## config.mk

```make
export PLATFORM = sky130hd
export DESIGN_NAME = lacap_top
export DESIGN_NICKNAME = d
export VERILOG_FILES = /design/src/rtl/lacap_pkg.sv /design/src/rtl/lacap_smpsel.sv /design/src/rtl/lacap_ctrl.sv /design/src/rtl/lacap_dpath.sv /design/src/rtl/lacap_top.sv
export SDC_FILE = /design/constraint.sdc
export NUM_CORES = 1
export LEC_CHECK = 0
export ABC_AREA = 0
export BUFFER_PORTS_ARGS = -buffer_cell sky130_fd_sc_hd__buf_2
export CAP_MARGIN = 15
export CELL_PAD_IN_SITES_DETAIL_PLACEMENT = 1
export CELL_PAD_IN_SITES_GLOBAL_PLACEMENT = 2
export CORE_MARGIN = 4
export CORE_UTILIZATION = 34
export DETAILED_ROUTE_END_ITERATION = 12
export PLACE_DENSITY_LB_ADDON = 0.08
export SETUP_SLACK_MARGIN = 0.3
export SLEW_MARGIN = 20
export SYNTH_ARGS = -nofsm -noshare
export SYNTH_HDL_FRONTEND = slang
export SYNTH_SLANG_ARGS = --single-unit
```

## constraint.sdc

```tcl
create_clock -name clk -period 1.93 [get_ports clk]
set_input_delay 0.2895 -clock clk [delete_from_list [all_inputs] [get_ports clk]]
set_output_delay 0.2895 -clock clk [all_outputs]
set_load 0.02 [all_outputs]
```

## src/rtl/lacap_pkg.sv

```systemverilog
package lacap_pkg;

  typedef enum logic [1:0] {
    ST_IDLE  = 2'd0,
    ST_ARMED = 2'd1,
    ST_CAPT  = 2'd2
  } capState_t;

  // strobes from control to datapath
  typedef struct packed {
    logic clrAddr;
    logic takeLo;
    logic writeWord;
    logic capture;
    logic readMode;
  } dpStrobe_t;

endpackage

```

## src/rtl/lacap_smpsel.sv

```systemverilog
module lacap_smpsel (
  input  logic clk,
  input  logic rstN,
  input  logic extSel,
  input  logic extSmpIn,
  output logic smpTick
);
  logic [2:0] syncQ;

  always_ff @(posedge clk or negedge rstN) begin
    if (!rstN) syncQ <= '0;
    else       syncQ <= {syncQ[1:0], extSmpIn};
  end

  always_comb begin
    if (extSel) smpTick = syncQ[1] & ~syncQ[2];
    else        smpTick = 1'b1;
  end

  // in external mode a tick never lasts two cycles
  a_r8_single_tick: assert property (@(posedge clk) disable iff (!rstN)
    (extSel && $past(extSel) && smpTick) |=> !smpTick);
endmodule

```

## src/rtl/lacap_ctrl.sv

```systemverilog
module lacap_ctrl
  import lacap_pkg::*;
(
  input  logic      clk,
  input  logic      rstN,
  input  logic      cmdArm,
  input  logic      cmdRead,
  input  logic      trigIn,
  input  logic      smpTick,
  input  logic      lastAddr,
  output dpStrobe_t str,
  output logic      stStarted,
  output logic      stDone,
  output logic      stFull
);
  capState_t state;
  logic trigPrev;
  logic phase;
  logic trigRise;
  logic armOk;
  logic finish;

  assign trigRise = trigIn & ~trigPrev;
  assign armOk    = cmdArm && (state == ST_IDLE);
  assign finish   = str.writeWord && lastAddr;

  always_comb begin
    str           = '0;
    str.clrAddr   = armOk;
    str.capture   = (state == ST_CAPT);
    str.takeLo    = (state == ST_CAPT) && smpTick && !phase;
    str.writeWord = (state == ST_CAPT) && smpTick && phase;
    str.readMode  = (state == ST_IDLE) && cmdRead && !cmdArm;
  end

  always_ff @(posedge clk or negedge rstN) begin
    if (!rstN) begin
      state     <= ST_IDLE;
      trigPrev  <= 1'b0;
      phase     <= 1'b0;
      stStarted <= 1'b0;
      stDone    <= 1'b0;
      stFull    <= 1'b0;
    end else begin
      trigPrev <= trigIn;
      case (state)
        ST_IDLE: begin
          if (armOk) begin
            state     <= ST_ARMED;
            phase     <= 1'b0;
            stStarted <= 1'b0;
            stDone    <= 1'b0;
            stFull    <= 1'b0;
          end
        end
        ST_ARMED: begin
          if (trigRise) begin
            state     <= ST_CAPT;
            stStarted <= 1'b1;
          end
        end
        ST_CAPT: begin
          if (str.takeLo)    phase <= 1'b1;
          if (str.writeWord) phase <= 1'b0;
          if (finish) begin
            state  <= ST_IDLE;
            stDone <= 1'b1;
            stFull <= 1'b1;
          end
        end
        default: state <= ST_IDLE;
      endcase
    end
  end

  a_r2_arm_clears: assert property (@(posedge clk) disable iff (!rstN)
    (state == ST_IDLE && cmdArm) |=> (!stDone && !stFull && !stStarted && state == ST_ARMED));
  a_r3_start_on_edge: assert property (@(posedge clk) disable iff (!rstN)
    (state == ST_ARMED && trigIn && !trigPrev) |=> (stStarted && state == ST_CAPT));
  a_r3_no_start_without_edge: assert property (@(posedge clk) disable iff (!rstN)
    (state == ST_ARMED && !(trigIn && !trigPrev)) |=> (state == ST_ARMED && !stStarted));
  a_r6_stop_when_full: assert property (@(posedge clk) disable iff (!rstN)
    (str.writeWord && lastAddr) |=> (state == ST_IDLE && stFull && stDone));
  a_r7_arm_ignored: assert property (@(posedge clk) disable iff (!rstN)
    (state == ST_CAPT && cmdArm && !(str.writeWord && lastAddr)) |=> (state == ST_CAPT));
endmodule

```

## src/rtl/lacap_dpath.sv

```systemverilog
module lacap_dpath
  import lacap_pkg::*;
#(
  parameter int CH = 16,
  parameter int AW = 18
) (
  input  logic          clk,
  input  logic          rstN,
  input  dpStrobe_t     str,
  input  logic [CH-1:0] chanIn,
  input  logic [AW-1:0] rdAddr,
  input  logic [2*CH-1:0] memDin,
  output logic          lastAddr,
  output logic [AW-1:0] memAddr,
  output logic          memAddrEn,
  output logic [2*CH-1:0] memDout,
  output logic          memDataEn,
  output logic          memWe,
  output logic [2*CH-1:0] rdData
);
  localparam int WW = 2 * CH;

  logic [AW-1:0] wordAddr;
  logic [AW-1:0] outAddr;
  logic [CH-1:0] loReg;
  logic          rdSel;

  assign lastAddr = &wordAddr;
  assign rdSel    = str.readMode && !memWe;

  always_ff @(posedge clk or negedge rstN) begin
    if (!rstN) begin
      wordAddr <= '0;
      outAddr  <= '0;
      loReg    <= '0;
      memDout  <= '0;
      memWe    <= 1'b0;
      rdData   <= '0;
    end else begin
      memWe <= str.writeWord;
      if (str.clrAddr) wordAddr <= '0;
      if (str.takeLo)  loReg <= chanIn;
      if (str.writeWord) begin
        memDout  <= {chanIn, loReg};
        outAddr  <= wordAddr;
        wordAddr <= wordAddr + 1'b1;
      end
      if (rdSel) rdData <= memDin;
    end
  end

  always_comb begin
    memAddr   = rdSel ? rdAddr : outAddr;
    memDataEn = str.capture | memWe;
    memAddrEn = str.capture | memWe | rdSel;
  end

  a_r5_addr_step: assert property (@(posedge clk) disable iff (!rstN)
    str.writeWord |=> (memWe && memAddr == $past(wordAddr)));
  a_r5_wrap_zero: assert property (@(posedge clk) disable iff (!rstN)
    (str.writeWord && lastAddr) |=> (wordAddr == '0));
  a_r10_we_drives: assert property (@(posedge clk) disable iff (!rstN)
    memWe |-> (memDataEn && memAddrEn));
  a_r9_read_released: assert property (@(posedge clk) disable iff (!rstN)
    (rdSel && !str.capture) |-> (!memDataEn && memAddrEn));
  a_r9_read_latency: assert property (@(posedge clk) disable iff (!rstN)
    rdSel |=> (rdData == $past(memDin)));
  a_r4_pack_order: assert property (@(posedge clk) disable iff (!rstN)
    str.writeWord |=> (memDout[WW-1:CH] == $past(chanIn)));
endmodule

```

## src/rtl/lacap_top.sv

```systemverilog
module lacap_top
  import lacap_pkg::*;
#(
  parameter int CH = 16,
  parameter int AW = 18
) (
  input  logic            clk,
  input  logic            rstN,
  input  logic [CH-1:0]   chanIn,
  input  logic            trigIn,
  input  logic            extSel,
  input  logic            extSmpIn,
  input  logic            cmdArm,
  input  logic            cmdRead,
  input  logic [AW-1:0]   rdAddr,
  input  logic [2*CH-1:0] memDin,
  output logic [AW-1:0]   memAddr,
  output logic            memAddrEn,
  output logic [2*CH-1:0] memDout,
  output logic            memDataEn,
  output logic            memWe,
  output logic [2*CH-1:0] rdData,
  output logic            stStarted,
  output logic            stDone,
  output logic            stFull
);
  dpStrobe_t str;
  logic smpTick;
  logic lastAddr;

  lacap_smpsel u_smpsel (
    .clk(clk), .rstN(rstN), .extSel(extSel), .extSmpIn(extSmpIn), .smpTick(smpTick)
  );

  lacap_ctrl u_ctrl (
    .clk(clk), .rstN(rstN), .cmdArm(cmdArm), .cmdRead(cmdRead), .trigIn(trigIn),
    .smpTick(smpTick), .lastAddr(lastAddr), .str(str),
    .stStarted(stStarted), .stDone(stDone), .stFull(stFull)
  );

  lacap_dpath #(.CH(CH), .AW(AW)) u_dpath (
    .clk(clk), .rstN(rstN), .str(str), .chanIn(chanIn), .rdAddr(rdAddr),
    .memDin(memDin), .lastAddr(lastAddr), .memAddr(memAddr), .memAddrEn(memAddrEn),
    .memDout(memDout), .memDataEn(memDataEn), .memWe(memWe), .rdData(rdData)
  );

  a_r1_flags_low_after_reset: assert property (@(posedge clk)
    $rose(rstN) |-> (!stStarted && !stDone && !stFull && !memWe));
endmodule

```

==> results.rst, run 1 <==
.. list-table::
   :header-rows: 1

   * - Metric
     - Value
   * - Run status
     - complete, but fails checks
   * - Violations in the final reports
     - negative setup slack
   * - Num ports
     - 161
   * - Number of diodes added for antenna fixing
     - 0
   * - Width of the die
     - 133 um
   * - #FFs+latches synth
     - 126
   * - Global router's overall resource usage
     - 16.9%
   * - Fill count
     - ~1500
   * - Global placement routability congestion
     - around 0.74
   * - CP Data Arrival Time
     - approximately 1.8 ns
   * - Number of nets still failing antenna checks after routing
     - 0
   * - Via count of the first global-routing pass
     - roughly 4300
   * - Overflow after GRT
     - 0
   * - Number of DRC violations after detailed routing
     - 0
   * - Final Max Slew Viols
     - 0
   * - Compound-gate portion of the synthesized area
     - 4.16%
   * - Area added between synthesis and finish
     - 58.2%
   * - Most crowded layer after global routing
     - met2
   * - Clk_lat worst skew
     - between 0.4 and 0.5 ns
   * - Initial core utilization
     - between 30% and 40%
   * - Largest area contributor in the netlist
     - sky130_fd_sc_hd__dfrtp_1
   * - Area of the mapped netlist
     - about 0.0053 mm^2
   * - Sequential fraction of the synthesis area
     - 59.3%
   * - Pre-antenna DRT Iters
     - 4
   * - Setup tns final
     - -3.00 ns
   * - Area taken by flip-flops and latches
     - ~0.0032 mm^2
   * - Synthesized net count
     - about 440
   * - Leakage
     - slightly above 4 nW
   * - P per Cell Area
     - 1380 mW/mm^2
   * - Root buf cell
     - sky130_fd_sc_hd__clkbuf_16
   * - Nets
     - 673
   * - Largest cells by area after synthesis
     - sky130_fd_sc_hd__dfrtp_1 59%, sky130_fd_sc_hd__mux2_2 22%, sky130_fd_sc_hd__mux2_1 2.1%, sky130_fd_sc_hd__mux2i_1 2.1%, sky130_fd_sc_hd__nand2_1 1.6%
   * - Post-Synthesis Cells
     - between 300 and 400
   * - Hold Path Stages
     - 1
   * - Worst setup path class
     - reg -> out
   * - Synth Area in Simple Gates
     - between 6 and 7%
   * - Element type at the critical path end
     - primary output
   * - GR met2 Demand/Resource
     - 28.1%
   * - Row Count
     - between 40 and 50
   * - First-pass GRT wire length
     - approximately 24000 um
   * - Fraction of the mapped netlist area in adder cells
     - less than 1%
   * - Post-synth top area share
     - about three fifths
   * - Level count of the clock H-tree
     - 4
   * - CTS buffer count
     - 17
   * - Global-route track usage on met3
     - 5.14%
   * - Data required time at the worst endpoint
     - 1.64 ns
   * - Met1 usage
     - 21.4%
   * - Violation count after the first detailed-route iteration
     - ~120
   * - Sort of element at the start of the critical path
     - flip-flop
   * - Final count of hold timing violations
     - 0
   * - Core Util, Final
     - a little under three fifths
   * - Fraction of final layout cells with drive strength greater than 1
     - between 60% and 70%
   * - Worst Setup Slack, final
     - -0.168 ns
   * - Worst Reg-to-Reg Cells
     - 9
   * - Die extent in y
     - between 100 and 150 um
   * - Num Clock Sinks
     - ~130
   * - Dominant combinational cell family by area after synthesis
     - multiplexers
   * - # port buffers
     - 160
   * - Dpl cell area
     - about 0.0066 mm^2
   * - Minimum clock period
     - 2.10 ns
   * - RSZ-0062 raised after global routing
     - true
   * - Max Cap Viol
     - 0
   * - Area of the multi-input gates
     - 0.00252 mm^2
   * - Commonest cells after routing, fill and taps aside
     - 139 x sky130_fd_sc_hd__buf_2, 123 x sky130_fd_sc_hd__dfrtp_1, 97 x sky130_fd_sc_hd__mux2_4
   * - Slew at the pin closest to its max-slew limit
     - between 0.4 and 0.5 ns
   * - Clock transition at path regs
     - around 0.05 ns
   * - CTS Buffer Depth
     - 2
   * - Total number of vias
     - just under 4000
   * - Mean post-synth cell area
     - between 10 and 15 um^2
   * - DIE AREA
     - between 0.015 and 0.02 mm^2
   * - Initial antenna violation count
     - 0
   * - Share of the cycle needed by the critical path after routing
     - 109%
   * - Aggregate routed wire length
     - 15100 um
   * - Highest achievable clock rate
     - roughly 0.48 GHz
   * - CTS tree
     - yes
   * - Post-layout instance area
     - approximately 0.0084 mm^2
   * - Setup Skew
     - around 0.0072 ns
   * - Total of endpoints with negative setup slack in the final report
     - 44
   * - Unique cell type count in the Yosys netlist
     - 40
   * - Average routed wire per standard cell
     - about 18 um
   * - Most common library cell in the layout ignoring fill and taps
     - sky130_fd_sc_hd__buf_2
   * - Synth Area in XOR/XNOR
     - less than 1%
   * - Number of warnings issued by yosys
     - 0
   * - Worst-case setup slack after placement
     - roughly 0.097 ns
   * - Detailed-placement wirelength estimate
     - 9210 um
   * - Slew HR
     - between 60% and 70%
   * - Multiplexer share of the synthesized area
     - roughly a quarter
   * - Placeable core region
     - roughly 0.015 mm^2
   * - Worst ir drop on vdd
     - ~0.77 mV
   * - Number of vias per cell after detailed routing
     - roughly 4.7
   * - Path class of the lowest-slack min-delay path
     - in -> reg
   * - Maximum number of pins on one net before global-route repair
     - slightly below 50
   * - Biggest fanout along the worst timing path
     - 8
==> synth_stat cells <==
master and instances:
sky130_fd_sc_hd__a2111oi_4 2, sky130_fd_sc_hd__a211oi_1 2, sky130_fd_sc_hd__a211oi_4 1, sky130_fd_sc_hd__a21o_1 1, sky130_fd_sc_hd__a21oi_1 4, sky130_fd_sc_hd__a22o_1 1
sky130_fd_sc_hd__a311oi_1 1, sky130_fd_sc_hd__a31o_1 1, sky130_fd_sc_hd__a31oi_1 3, sky130_fd_sc_hd__a41oi_1 1, sky130_fd_sc_hd__and2_1 2, sky130_fd_sc_hd__and3_1 7
sky130_fd_sc_hd__and4_1 2, sky130_fd_sc_hd__buf_2 8, sky130_fd_sc_hd__buf_4 6, sky130_fd_sc_hd__buf_6 4, sky130_fd_sc_hd__clkbuf_1 3, sky130_fd_sc_hd__dfrtp_1 126
sky130_fd_sc_hd__ha_1 1, sky130_fd_sc_hd__inv_1 4, sky130_fd_sc_hd__inv_6 1, sky130_fd_sc_hd__mux2_1 10, sky130_fd_sc_hd__mux2_2 106, sky130_fd_sc_hd__mux2i_1 11
sky130_fd_sc_hd__nand2_1 22, sky130_fd_sc_hd__nand2b_1 1, sky130_fd_sc_hd__nand2b_2 1, sky130_fd_sc_hd__nand3_1 11, sky130_fd_sc_hd__nand3b_4 1, sky130_fd_sc_hd__nand4_1 6
sky130_fd_sc_hd__nand4_2 1, sky130_fd_sc_hd__nor2_1 5, sky130_fd_sc_hd__nor3b_1 1, sky130_fd_sc_hd__nor4b_1 1, sky130_fd_sc_hd__o211ai_1 1, sky130_fd_sc_hd__o21ai_0 7
sky130_fd_sc_hd__o21bai_1 1, sky130_fd_sc_hd__or2_2 1, sky130_fd_sc_hd__or3_1 1, sky130_fd_sc_hd__xor2_1 1
==> final timing paths <==
check	slack (ns)	to	startpoint
setup / recovery	-0.17	memAddr[13]	u_ctrl.state[0]
hold / removal	0.03	u_ctrl.trigPrev	trigIn
setup reg to reg	-0.02	u_dpath.memDout[25]	u_ctrl.state[0]
hold reg to reg	0.35	u_smpsel.syncQ[1]	u_smpsel.syncQ[0]
max in group asynchronous	0.87	u_ctrl.state[0]	rstN
min in group asynchronous	0.39	u_dpath.wordAddr[5]	rstN
==> cell families after synthesis <==
family,Yosys count
AOI/OAI and AO/OA,26
xor gates and xnor gates,1
adders and majority gates,1
buffers and inverters,26
DFF,126
muxes,127
and+or+nand+nor,63
==> repair_timing <==
item / in CTS / in global routing
hold buffers: 2 / 0
endpoints found under the hold margin: 45 / 0
gates resized for setup: 144 / 59
setup buffers: 29 / 7
pin swaps: 18 / 8
gates cloned: 6 / 2
setup endpoints to repair: 124 / 130
==> registers in the layout (all words and copies together), names as in the netlist <==
name	flops
u_ctrl.phase	1
u_smpsel.syncQ	3
u_ctrl.trigPrev	1
u_dpath.outAddr	18
u_dpath.wordAddr	18
u_ctrl.stFull	1
u_dpath.memWe	1
u_ctrl.state	2
u_dpath.memDout	32
u_ctrl.stStarted	1
u_dpath.loReg	16
u_dpath.rdData	32
==> metal layers <==
layer  wire [um]  up-vias
li1            -     1792
met1        6450     1960
met2        7760       96
met3         760       10
met4         140        0
met5           0        -
==> final cells by class <==
class / count / area share, %
clock buffers: 26 / 6.17
clock inverters: 5 / 0.921
inverters: 5 / 0.401
multi-input cells: 218 / 29.9
flip-flops and latches: 126 / 37.5
well taps: 211 / 3.14
repair buffers: 229 / 21.7
repair inverters: 2 / 0.327
==> stage by stage <==
stage | power, mW | hold slack, ns | cells
4_1_cts | 11.6 | 0.00867 | 813
3_3_place_gp | 7.33 | 0.252 | 745
2_1_floorplan | 6.17 | -0.00609 | 370
5_1_grt | 12.3 | 0.0126 | 822
3_5_place_dp | 7.44 | 0.255 | 745
6_report | 11.7 | 0.0277 | 822
==> worst max-delay path, cell delays in order (launching register included) <==
cell	delay, ns
sky130_fd_sc_hd__dfrtp_2	0.44
sky130_fd_sc_hd__nor2_4	0.12
sky130_fd_sc_hd__and3_4	0.24
sky130_fd_sc_hd__buf_12	0.16
sky130_fd_sc_hd__mux2_4	0.31
sky130_fd_sc_hd__buf_6	0.13
==> where the power goes <==
part | leakage [nW] | internal (mW) | switching (mW) | total (mW)
registers | 1.58 | 3.53 | 0.496 | 4.03
clock network | 0.292 | 2.10 | 1.10 | 3.20
logic | 2.24 | 2.32 | 2.10 | 4.43
total | 4.11 | 7.95 | 3.70 | 11.7
Note: power is estimated with default switching activity, not from simulation.
==> inputs of run 2 (changes only) <==
CORE_UTILIZATION = 37   (was 34)
clock period = 2.71 ns   (was 1.93 ns; I/O delays follow)
==> run 2 against run 1 <==
  * The flow finishes with violations (negative hold slack)
  * Design area is 17% lower
  * Power is 36% lower
  * Sequential share of layout area is 7.5 points higher
  * Sequential power is 30% lower
  * Clock skew hardly changed
  * Critical path depth stayed put
  * Routed wire length is 19% lower
  * Critical path type unchanged
  * Critical endpoint is now memAddr[14]
  * Highest routed layer is now met5
==> results.rst, run 2 (same netlist as run 1, synthesis figures left out) <==
.. list-table::
   :header-rows: 1

   * - Metric
     - Value
   * - Max Cap Viol
     - 0
   * - DIE AREA
     - 0.0164 mm^2
   * - Total of endpoints with negative setup slack in the final report
     - 0
   * - Number of DRC violations after detailed routing
     - 0
   * - Maximum number of pins on one net before global-route repair
     - 67
   * - Data required time at the worst endpoint
     - around 2.3 ns
   * - Initial core utilization
     - between 30% and 40%
   * - Nets
     - 623
   * - Num ports
     - 161
   * - Pre-antenna DRT Iters
     - 4
   * - Setup Skew
     - roughly 0.0068 ns
   * - Worst ir drop on vdd
     - ~0.47 mV
   * - # port buffers
     - 160
   * - Highest achievable clock rate
     - about 0.43 GHz
   * - Width of the die
     - about 130 um
   * - Core Util, Final
     - between 50% and 60%
   * - Level count of the clock H-tree
     - 4
   * - Element type at the critical path end
     - primary output
   * - Number of nets still failing antenna checks after routing
     - 0
   * - Root buf cell
     - sky130_fd_sc_hd__clkbuf_16
   * - Fraction of final layout cells with drive strength greater than 1
     - around three fifths
   * - Register-to-register setup slack
     - about 0.60 ns
   * - Overflow after GRT
     - 0
   * - Row Count
     - 43
   * - Num Clock Sinks
     - ~130
   * - Number of vias per cell after detailed routing
     - ~4.9
   * - Reg-to-Reg Start
     - u_ctrl.state[1]
   * - CTS buffer count
     - 17
   * - CTS tree
     - yes
   * - Most common library cell in the layout ignoring fill and taps
     - sky130_fd_sc_hd__buf_2
   * - Average routed wire per standard cell
     - between 15 and 20 um
   * - Die extent in y
     - 128 um
   * - Share of the cycle needed by the critical path after routing
     - between 80% and 90%
   * - Via count of the first global-routing pass
     - ~3900
   * - Worst Setup SP
     - u_ctrl.state[0]
   * - Final count of hold timing violations
     - 1
   * - Total number of vias
     - about 3700
   * - Clock transition at path regs
     - about 0.050 ns
   * - Commonest cells after routing, fill and taps aside
     - 159 x sky130_fd_sc_hd__buf_2, 124 x sky130_fd_sc_hd__dfrtp_1, 106 x sky130_fd_sc_hd__mux2_2
   * - P per Cell Area
     - 1060 mW/mm^2
   * - Global placement routability congestion
     - 0.700
   * - CTS Buffer Depth
     - 2
   * - Aggregate routed wire length
     - 12300 um
   * - Global router's overall resource usage
     - 15.5%
   * - Biggest fanout along the worst timing path
     - 6
   * - Number of diodes added for antenna fixing
     - 0
   * - Slew at the pin closest to its max-slew limit
     - 0.621 ns
   * - Final Max Slew Viols
     - 0
   * - Initial antenna violation count
     - 2
   * - RSZ-0062 raised after global routing
     - true
   * - Sort of element at the start of the critical path
     - flip-flop
   * - Largest regs
     - u_dpath.memDout: 32 flops, u_dpath.rdData: 32 flops
   * - Post-layout instance area
     - 0.00701 mm^2
   * - Setup tns final
     - 0 ns
   * - Dpl cell area
     - 0.00631 mm^2
   * - Path class of the lowest-slack min-delay path
     - in -> async
   * - Violation count after the first detailed-route iteration
     - between 90 and 100
   * - Leakage
     - ~3.5 nW
   * - Design Power
     - ~7.4 mW
   * - Area added between synthesis and finish
     - 31.8%
   * - Clk_lat worst skew
     - around 0.4 ns
   * - Minimum clock period
     - about 2.3 ns
   * - Slew HR
     - between 50% and 60%
   * - Final-layout worst hold slack
     - -0.00119 ns
   * - Hold_buf cts
     - 0
   * - Run status
     - complete, but fails checks
   * - Placeable core region
     - roughly 0.014 mm^2
   * - First-pass GRT wire length
     - 20000 um
   * - Violations in the final reports
     - negative hold slack
   * - CP Data Arrival Time
     - between 1.5 and 2 ns
   * - Worst R2R End
     - u_dpath.memDout[13]
   * - Worst Reg-to-Reg Cells
     - 6
   * - Setup crit end
     - memAddr[14]
   * - Detailed-placement wirelength estimate
     - around 8600 um
   * - Worst setup path class
     - reg -> out
[run 2: cell type report]
cell class	instances	area, um^2
fillers	1479	6980
flip-flops and latches	126	3160
multi-input cells	218	2020
repair buffers	181	1010
clock buffers	22	464
well taps	180	225
clock inverters	8	115
inverters	5	23.8
[run 2: where the power goes]
group / switching [mW] / leakage (nW) / internal [mW] / total, mW
combinational: 1.30 / 1.63 / 1.06 / 2.35
clock: 0.769 / 0.289 / 1.48 / 2.24
sequential: 0.326 / 1.59 / 2.52 / 2.84
total: 2.39 / 3.50 / 5.05 / 7.44
[run 2: critical path, stage by stage (launching register included)]
cell and delay, ns:
sky130_fd_sc_hd__dfrtp_2 0.44, sky130_fd_sc_hd__nor2_4 0.12, sky130_fd_sc_hd__and3_4 0.29, sky130_fd_sc_hd__buf_4 0.15, sky130_fd_sc_hd__mux2_2 0.33, sky130_fd_sc_hd__buf_2 0.16
[run 2: per-layer routing]
metal | vias to the layer above | GRT usage (%) | routed length (um)
met2 | 92 | 25.3 | 6120
met3 | 18 | 5.75 | 823
met4 | 4 | 5.81 | 182
li1 | 1689 | - | -
met1 | 1852 | 18.7 | 5110
met5 | - | 0 | 27
[run 2: worst min-delay path by stage]
| stage | startpoint | to | slack [ns] | cells after the start |
|---|---|---|---|---|
| after global routing | rstN | u_dpath.rdData[5] | 0.04 | 1 |
| after global placement | u_smpsel.syncQ[0] | u_smpsel.syncQ[1] | 0.34 | 0 |
| after detailed placement | u_smpsel.syncQ[0] | u_smpsel.syncQ[1] | 0.34 | 0 |
| after floorplan | rstN | u_ctrl.phase | 0.11 | 0 |
| final | rstN | u_dpath.rdData[9] | -0.001 | 1 |
| after CTS | rstN | u_dpath.rdData[5] | 0.02 | 1 |
[run 2: what timing repair did]
action                                  CTS  global route
pin swaps                                 1             1
resized for setup                         4             3
cloned                                    0             1
buffers inserted                          6             5
endpoints found under the setup margin   18            18
[run 2: stage by stage]
step           hold slack, ns  worst slack (ns)  instances
4_1_cts                0.0163             0.301        734
6_report             -0.00119             0.384        740
2_1_floorplan           0.111             0.797        370
5_1_grt                0.0358             0.300        740
3_5_place_dp            0.336             0.515        698
3_3_place_gp            0.339             0.571        698
